`src/rtl/tlb_mgmt_pkg.sv`:
```
package tlb_mgmt_pkg;

  typedef enum logic [1:0] {
    OP_NONE  = 2'b00,
    OP_INVAL = 2'b01,
    OP_READ  = 2'b10,
    OP_WRITE = 2'b11
  } tlb_op_e;

  // One-hot strobes for an accepted, privileged command
  typedef struct packed {
    logic inval;
    logic read;
    logic write;
  } cmd_dec_t;

endpackage

```
`src/rtl/tlb_cmd_ctrl.sv`:
```
module tlb_cmd_ctrl
  import tlb_mgmt_pkg::*;
#(
  parameter int ENTRIES = 64,
  localparam int IDX_W  = $clog2(ENTRIES)
) (
  input  logic             clk,
  input  logic             rst_n,
  input  logic             cmd_valid,
  input  logic [1:0]       cmd_op,
  input  logic             supervisor,
  output logic             cmd_ready,
  output logic             busy,
  output cmd_dec_t         dec,
  output logic             sweep_en,
  output logic [IDX_W-1:0] sweep_idx,
  output logic             priv_fault
);

  logic             busy_q;
  logic [IDX_W-1:0] cnt_q;
  logic             fault_q;
  logic             take;
  tlb_op_e          op;

  assign op        = tlb_op_e'(cmd_op);
  assign cmd_ready = ~busy_q;
  assign take      = cmd_valid & ~busy_q;

  always_comb begin
    dec       = '0;
    dec.inval = take & supervisor & (op == OP_INVAL);
    dec.read  = take & supervisor & (op == OP_READ);
    dec.write = take & supervisor & (op == OP_WRITE);
  end

  // Sweep: one entry cleared per clock while busy
  always_ff @(posedge clk) begin
    if (!rst_n) begin
      busy_q <= 1'b0;
      cnt_q  <= '0;
    end else if (dec.inval) begin
      busy_q <= 1'b1;
      cnt_q  <= '0;
    end else if (busy_q) begin
      cnt_q <= cnt_q + 1'b1;
      if (cnt_q == IDX_W'(ENTRIES - 1)) busy_q <= 1'b0;
    end
  end

  always_ff @(posedge clk) begin
    if (!rst_n) fault_q <= 1'b0;
    else        fault_q <= take & ~supervisor;
  end

  assign busy       = busy_q;
  assign sweep_en   = busy_q;
  assign sweep_idx  = cnt_q;
  assign priv_fault = fault_q;

endmodule

```
`src/rtl/tlb_entry_store.sv`:
```
module tlb_entry_store #(
  parameter int ENTRIES   = 64,
  parameter int WORD_W    = 32,
  parameter int VALID_POS = 31,
  localparam int IDX_W    = $clog2(ENTRIES)
) (
  input  logic              clk,
  input  logic              rst_n,
  input  logic              wr_en,
  input  logic              wr_ws,
  input  logic [IDX_W-1:0]  wr_idx,
  input  logic [WORD_W-1:0] wr_data,
  input  logic              sweep_en,
  input  logic [IDX_W-1:0]  sweep_idx,
  input  logic [IDX_W-1:0]  rd_idx,
  output logic [WORD_W-1:0] rd_tag,
  output logic [WORD_W-1:0] rd_dat
);

  // Valid flags live in resettable flops; the word storage needs no reset
  logic [ENTRIES-1:0] valid_q;
  logic [WORD_W-1:0]  tag_mem [ENTRIES];
  logic [WORD_W-1:0]  dat_mem [ENTRIES];

  for (genvar i = 0; i < ENTRIES; i++) begin : g_ent
    logic hit_w;
    assign hit_w = wr_en && (wr_idx == IDX_W'(i));

    always_ff @(posedge clk) begin
      if (!rst_n)
        valid_q[i] <= 1'b0;
      else if (sweep_en && (sweep_idx == IDX_W'(i)))
        valid_q[i] <= 1'b0;
      else if (hit_w && !wr_ws)
        valid_q[i] <= wr_data[VALID_POS];
    end

    always_ff @(posedge clk) begin
      if (hit_w && !wr_ws) tag_mem[i] <= wr_data;
      if (hit_w &&  wr_ws) dat_mem[i] <= wr_data;
    end
  end

  always_comb begin
    rd_tag            = tag_mem[rd_idx];
    rd_tag[VALID_POS] = valid_q[rd_idx];
    rd_dat            = dat_mem[rd_idx];
  end

endmodule

```
`src/rtl/tlb_rd_port.sv`:
```
module tlb_rd_port #(
  parameter int WORD_W = 32,
  parameter int TID_W  = 8
) (
  input  logic              clk,
  input  logic              rst_n,
  input  logic              rd_fire,
  input  logic              rd_ws,
  input  logic [WORD_W-1:0] rd_tag,
  input  logic [WORD_W-1:0] rd_dat,
  output logic              rsp_valid,
  output logic [WORD_W-1:0] rsp_data,
  output logic [TID_W-1:0]  pid
);

  always_ff @(posedge clk) begin
    if (!rst_n) begin
      rsp_valid <= 1'b0;
      rsp_data  <= '0;
      pid       <= '0;
    end else begin
      rsp_valid <= rd_fire;
      if (rd_fire) begin
        rsp_data <= rd_ws ? rd_dat : rd_tag;
        if (!rd_ws) pid <= rd_tag[TID_W-1:0];
      end
    end
  end

endmodule

```
`src/rtl/tlb_mgmt_port.sv`:
```
module tlb_mgmt_port
  import tlb_mgmt_pkg::*;
#(
  parameter int ENTRIES   = 64,
  parameter int WORD_W    = 32,
  parameter int TID_W     = 8,
  parameter int VALID_POS = 31,
  localparam int IDX_W    = $clog2(ENTRIES)
) (
  input  logic              clk,
  input  logic              rst_n,
  input  logic              cmd_valid,
  output logic              cmd_ready,
  input  logic [1:0]        cmd_op,
  input  logic [IDX_W-1:0]  cmd_index,
  input  logic              cmd_ws,
  input  logic [WORD_W-1:0] cmd_wdata,
  input  logic              supervisor,
  output logic              rsp_valid,
  output logic [WORD_W-1:0] rsp_data,
  output logic [TID_W-1:0]  pid,
  output logic              busy,
  output logic              priv_fault
);

  cmd_dec_t          dec;
  logic              sweep_en;
  logic [IDX_W-1:0]  sweep_idx;
  logic [WORD_W-1:0] rd_tag;
  logic [WORD_W-1:0] rd_dat;

  tlb_cmd_ctrl #(.ENTRIES(ENTRIES)) u_ctrl (
    .clk        (clk),
    .rst_n      (rst_n),
    .cmd_valid  (cmd_valid),
    .cmd_op     (cmd_op),
    .supervisor (supervisor),
    .cmd_ready  (cmd_ready),
    .busy       (busy),
    .dec        (dec),
    .sweep_en   (sweep_en),
    .sweep_idx  (sweep_idx),
    .priv_fault (priv_fault)
  );

  tlb_entry_store #(
    .ENTRIES   (ENTRIES),
    .WORD_W    (WORD_W),
    .VALID_POS (VALID_POS)
  ) u_store (
    .clk       (clk),
    .rst_n     (rst_n),
    .wr_en     (dec.write),
    .wr_ws     (cmd_ws),
    .wr_idx    (cmd_index),
    .wr_data   (cmd_wdata),
    .sweep_en  (sweep_en),
    .sweep_idx (sweep_idx),
    .rd_idx    (cmd_index),
    .rd_tag    (rd_tag),
    .rd_dat    (rd_dat)
  );

  tlb_rd_port #(.WORD_W(WORD_W), .TID_W(TID_W)) u_rd (
    .clk       (clk),
    .rst_n     (rst_n),
    .rd_fire   (dec.read),
    .rd_ws     (cmd_ws),
    .rd_tag    (rd_tag),
    .rd_dat    (rd_dat),
    .rsp_valid (rsp_valid),
    .rsp_data  (rsp_data),
    .pid       (pid)
  );

endmodule

```
`config.mk`:
```
export PLATFORM = sky130hd
export DESIGN_NAME = tlb_mgmt_port
export DESIGN_NICKNAME = d
export VERILOG_FILES = /design/src/rtl/tlb_mgmt_pkg.sv /design/src/rtl/tlb_cmd_ctrl.sv /design/src/rtl/tlb_entry_store.sv /design/src/rtl/tlb_rd_port.sv /design/src/rtl/tlb_mgmt_port.sv
export SDC_FILE = /design/constraint.sdc
export NUM_CORES = 2
export LEC_CHECK = 0
export BUFFER_PORTS_ARGS = -buffer_cell sky130_fd_sc_hd__buf_2
export CAP_MARGIN = 40
export CELL_PAD_IN_SITES_DETAIL_PLACEMENT = 0
export CELL_PAD_IN_SITES_GLOBAL_PLACEMENT = 1
export CORE_MARGIN = 2
export CORE_UTILIZATION = 55
export DETAILED_ROUTE_END_ITERATION = 8
export PLACE_DENSITY = 0.77
export SYNTH_ARGS = -nofsm -noshare
export SYNTH_HDL_FRONTEND = slang
export SYNTH_SLANG_ARGS = --single-unit
```
`constraint.sdc`:
```
create_clock -name clk -period 7.9 [get_ports clk]
set_input_delay 0.79 -clock clk [delete_from_list [all_inputs] [get_ports clk]]
set_output_delay 0.79 -clock clk [all_outputs]
set_load 0.01 [all_outputs]
```
==> Word-level counts from Yosys, hierarchy flattened <==
Memory sizes are Yosys's and may differ from the RTL's.
Index checks and enable logic that the tools add are counted.
{ "word_totals": {"in_bits": 45, "word_cells": 1304, "out_inout_bits": 44, "ram_bits": 4096, "reg_bits": 113, "n_memories": 2} }
{ "op_classes": {"n_bitwise": 10, "magnitude_cmp": 1, "n_mux": 640, "eq_ne": 129, "addsub": 1, "reduce_logical": 451} }
{ "memory_table": {"columns": ["memory", "depth", "word_bits", "read_ports", "rd_ports_with_merged_regs", "wr", "line", "source"], "rows": [
  ["u_store.dat_mem", 64, 32, 1, 0, 1, "tlb_entry_store.sv:23", "logic [WORD_W-1:0] dat_mem [ENTRIES];"],
  ["u_store.tag_mem", 64, 32, 1, 0, 1, "tlb_entry_store.sv:22", "logic [WORD_W-1:0] tag_mem [ENTRIES];"]
]} }
{ "ops": {"columns": ["cell", "n"], "rows": [
  ["2-to-1 mux 32 bit", 127],
  ["OR reduction 32 bit", 126],
  ["2-to-1 mux 6 bit", 126],
  ["2-to-1 mux 1 bit", 386],
  ["== test 6 bit (second input constant)", 64],
  ["logical AND 1 bit", 256],
  ["== test 6 x 5 -> 1 bit (second input constant)", 32],
  ["OR reduction 2 bit", 65],
  ["== test 6 x 4 -> 1 bit (second input constant)", 16],
  ["== test 6 x 3 -> 1 bit (second input constant)", 8],
  ["== test 6 x 2 -> 1 bit (second input constant)", 4],
  ["== test 6 x 1 -> 1 bit (second input constant)", 2],
  ["logical NOT 6 bit", 2],
  ["< comparator 6 x 7 -> 1 bit (second input constant)", 1],
  ["adder 6 x 1 -> 6 bit (second input constant)", 1],
  ["AND 1 bit", 6],
  ["binary-select mux 1 bit (select 6 bit)", 1],
  ["== test 2 bit (second input constant)", 2],
  ["NOT 1 bit", 4],
  ["== test 2 x 1 -> 1 bit (second input constant)", 1],
  ["AND reduction 2 bit", 1],
  ["logical NOT 1 bit", 1]
]} }

==> Logic depth before layout (Yosys ltp) <==
{ "depth": {"word_depth": 72, "mapped_depth": 12} }

==> Cells and area by module <==
Synthesis repeated with hierarchy kept, for this count alone.
{ "hier_totals": {"hier_cells": 7081, "hier_area_um2": 157911.4} }
{ "by_module_without_submodules": {"columns": ["mod", "instances", "cells_each", "seq_area_each_um2", "area_per_inst_um2"], "rows": [
  ["tlb_entry_store", 1, 6868, 122357.4, 155806.9],
  ["tlb_rd_port", 1, 171, 820.8, 1716.6],
  ["tlb_cmd_ctrl", 1, 42, 160.2, 387.9]
]} }

==> Least setup slack after synthesis <==
Ideal clock, no wire load.
{ "synth_path": {"path_type": "input port to flip-flop", "from": "input port cmd_index[0]", "to": "memory u_store.dat_mem[15][0], enable pin", "setup_time_ps": 421, "t_arrival_ps": 3494, "setup_slack_ps": 3985, "t_required_ps": 7479, "path_stages": 9, "path_cell_list": "buf_4 buf_6 buf_4 buf_4 buf_4 buf_4 nand3_1 buf_2 nor2_1"} }
{ "synth_via": {"elab_chain_cells": 69, "elab_cells_between_ends": 509, "classes_between": "eq/ne: 63; mux: 254; reduce/logical: 192"} }
{ "synth_rtl": {"columns": ["element", "line", "source"], "rows": [
  ["start: declaration", "tlb_mgmt_port.sv:15", "input logic [IDX_W-1:0] cmd_index,"],
  ["== test 6 x 1 -> 1 bit", "tlb_entry_store.sv:27", "assign hit_w = wr_en && (wr_idx == IDX_W'(i));"],
  ["logical AND 1 bit", "tlb_entry_store.sv:27", null],
  ["logical AND 1 bit", "tlb_entry_store.sv:40", "if (hit_w && wr_ws) dat_mem[i] <= wr_data;"],
  ["2-to-1 mux 1 bit", "tlb_entry_store.sv:40", null],
  ["2-to-1 mux 1 bit (not written as such)", "tlb_entry_store.sv:40", null],
  ["OR reduction 32 bit (no source line)", null, null],
  ["2-to-1 mux 6 bit (no source line) / 2-to-1 mux 1 bit (equally long branches) (63 in series)", null, null],
  ["end: declaration", "tlb_entry_store.sv:23", null]
]} }
Several ways; a longest one is shown, not always the timed one.

==> Final worst setup path <==
{ "layout_path": {"from": "input port cmd_index[3]", "to": "register u_rd.rsp_data[0]"} }
{ "layout_via": {"elab_chain_cells": 2, "elab_cells_between_ends": 3, "classes_between": "mux: 1; memory: 2"} }
{ "layout_rtl": {"columns": ["element", "line", "source"], "rows": [
  ["memory (64 x 32 bit) (on tied branches)", null, null],
  ["2-to-1 mux 32 bit *", "tlb_rd_port.sv:24", "rsp_data <= rd_ws ? rd_dat : rd_tag;"],
  ["end signal: assignment", "tlb_rd_port.sv:24", null],
  ["end: declaration", "tlb_rd_port.sv:12", "output logic [WORD_W-1:0] rsp_data,"]
]} }
Every way passes the cells marked *; elsewhere a longest branch is shown, timed or not.
A chain may end at the register's enable or synchronous reset.

==> metrics.md <==
| Metric | Value |
|---|---|
| Status | `finished, final reports clean` |
| Top Ports | `89` |
| Most frequent cell after synthesis | `edfxtp_1` |
| Hpwl dp | `253000 um` |
| Final hold violation count | `0` |
| First-pass GRT wire length | `623000 um` |
| Post-CTS setup buffers | `0` |
| Routed WL | `450000 um` |
| Place WS | `2750 ps` |
| Synthesized instance count | `7315` |
| Wire per inst | `38.0 um` |
| WHS | `124 ps` |
| TNS Setup | `0 ps` |
| RR Endpoint | `u_rd.rsp_data[13]` |
| CTS max path bufs | `4` |
| CP Launch Type | `input port` |
| Post-Syn Area | `158000 um^2` |
| Vias per inst | `6.93` |
| Sequential area share after synthesis | `0.781` |
| Crit path kind | `input port to register` |
| Max Slew Vio Count | `0` |
| Most frequent CP cell | `buf_4` |
| Leakage power | `56.0 nW` |
| PortBufs | `88` |
| Antenna-violating nets left | `0` |
| Yosys reg bits | `4145` |
| CP max-delay cell | `a21oi_1` |
| FMAX | `0.241 GHz` |
| FF-to-FF setup slack | `4720 ps` |
| Synth cell types | `44` |
| Synth area leader | `edfxtp_1` |
| Hold path cells | `2` |
| Antenna violations before repair | `26` |
| Area grow syn2layout | `13.3%` |
| Worst Path Max Fanout | `57` |
| CTS Hold Bufs | `0` |
| CTS H-Tree Depth | `5` |
| Nets | `7767` |
| Drt first pass iters | `8` |
| Setup ws final | `3740 ps` |
| Layout cell share with drive strength beyond 1 | `0.262` |
| # resized after CTS | `0` |
| Relative slew slack | `0.247` |
| Starting Density | `0.553` |
| Period utilization | `0.526` |
| Worst hold path type | `input port to register` |
| Share of the synthesized area in the top cell type | `0.767` |
| Via Count | `82100` |
| Worst reg2reg path depth | `7` |
| Global Route Usage Sum | `0.307` |
| Synth area leaders | `edfxtp_1, mux4_2, mux2i_1, a22oi_1, dfxtp_1` |
| CP required | `8740 ps` |
| DRC | `0` |
| TritonCTS Buffers | `407` |
| Die Y | `540 um` |
| CP arrival | `5000 ps` |
| Finish-stage setup viols | `0` |
| Pin count of the biggest net entering global routing | `112` |
| Crit end category | `register` |
| Ys Warns | `0` |
| Std cell rows | `196` |
| Core box area | `285000 um^2` |
| CTS Root Cell | `clkbuf_16` |
| RSZ-0062 raised after global routing | `false` |
| Power Density | `255 nW/um^2` |
| Vias in the first global route | `79800` |
| Grt total ovfl | `0` |
| Syn nets | `7364` |
| DRT iter0 DRCs | `12900` |
| Period minus WS final | `4160 ps` |
| CTS tree | `built` |
| Syn Area/Cell | `21.6 um^2` |
| FF-to-FF Start | `u_store.tag_mem[43][13]` |
| Worst skew pair latency | `950 ps` |
| Clock skew | `68.2 ps` |
| Worst-Margin Slew | `1130 ps` |
| EDFF count, synth | `4032` |
| Worst hold endpoint | `u_ctrl.priv_fault` |
| Die area | `291000 um^2` |
| Clock Sink Count | `4145` |
| Main flop type after synthesis | `edfxtp_1` |
| Die Wd | `540 um` |
| VDD IR max | `198 uV` |
| CTS clk-pin slew, worst paths | `60 ps` |
| Top cells by count, synth | `edfxtp_1, mux4_2, mux2i_1` |
| Filler cells | `18900` |
| Max_cap viols | `0` |
| Cell Chain, Critical Path | `buf_6 -> nor2b_4 -> buf_4 -> buf_4 -> buf_4 -> a22oi_1 -> a21oi_1 -> o41ai_2 -> buf_4 -> nor2_1` |
| Worst hold start | `supervisor` |
| Crit-path max cell delay | `710 ps` |
| Asr flop ratio synth | `0` |
| Routability cong. | `0.917` |
[cell usage in the layout, fill, tap and decap left out, types with 70 or more instances in the layout]
| cell type | instances |
|---|---|
| buf_4 | 342 |
| a22o_1 | 102 |
| clkinv_1 | 72 |
| nand3_1 | 87 |
| o21ai_0 | 141 |
| clkbuf_16 | 414 |
| mux2i_1 | 340 |
| o22ai_1 | 70 |
| clkinv_2 | 74 |
| nand2_1 | 109 |
| a221oi_1 | 102 |
| edfxtp_1 | 4032 |
| dfxtp_1 | 113 |
| mux4_2 | 877 |
| nor3_1 | 115 |
| clkbuf_1 | 89 |
| a22oi_1 | 302 |
| nor2_4 | 131 |
| a21oi_1 | 143 |
[critical path: cells and delay by family]
kind,cells,cell delay [ps]
compound gates,3,1210
buf+inv,5,2010
simple gates,2,720
[cell type report]
class	instances	area, um^2	share of cell area
antenna	24	60.1	0.000336
clock buffer	529	11100	0.0618
clock inverter	222	2330	0.0130
inverter	4	15.0	0.0000840
multi-input combinational	2709	33400	0.187
sequential	4145	123000	0.690
tap	3762	4710	0.0263
timing repair buffer	451	3870	0.0216
[flip-flops by register name (all words and copies together), names as in the netlist, 6 cells and up]
name,count
u_rd.rsp_data,32
u_store.dat_mem,2048
u_store.valid_q,64
u_ctrl.sweep_idx,6
u_store.tag_mem,1984
u_rd.pid,8
[layer usage]
| layer | vias up | part of all wire | global-route usage |
|---|---|---|---|
| met5 | - | 0.00011 | 0 |
| met2 | 5675 | 0.48 | 0.485 |
| met3 | 873 | 0.11 | 0.0602 |
| met4 | 8 | 0.049 | 0.130 |
| met1 | 43800 | 0.36 | 0.424 |
| li1 | 31800 | - | - |
[worst max-delay path by stage]
stage                       from                     end  slack, ps
finish              cmd_index[3]        u_rd.rsp_data[0]       3740
detailed placement  cmd_index[0]       u_rd.rsp_data[26]       2750
global route        cmd_index[0]       u_rd.rsp_data[12]       3490
global placement    cmd_index[0]       u_rd.rsp_data[12]       1850
floorplan           cmd_index[0]  u_store.dat_mem[15][0]       3980
CTS                 cmd_index[0]       u_rd.rsp_data[26]       3700
[metrics by stage]
stage	cells	power (mW)	area, um^2	util
3_3_place_gp	11000	26.6	164000	0.576
3_5_place_dp	11100	26.7	165000	0.579
6_report	11800	45.7	179000	0.627
2_1_floorplan	7315	25.7	158000	-
4_1_cts	11800	45.8	179000	0.626
5_1_grt	11800	46.7	179000	0.627
[cell families after synthesis]
group	count (synthesis)	share of synthesized area
adder cells (fa/ha/maj)	4	0.000317
XOR/XNOR	4	0.000222
AO/OA/AOI/OAI	890	0.0390
flip-flops	4145	0.781
buffers and inverters	461	0.0143
multiplexers	1247	0.149
AND/OR/NAND/NOR	564	0.0160
[where the power goes]
group          internal [mW]  total, mW  switching (mW)
Sequential              24.1       24.1          0.0199
Clock                   11.2       19.4            8.19
Combinational          0.690       2.11            1.42
No activity file was read; power rests on OpenSTA's default activity.
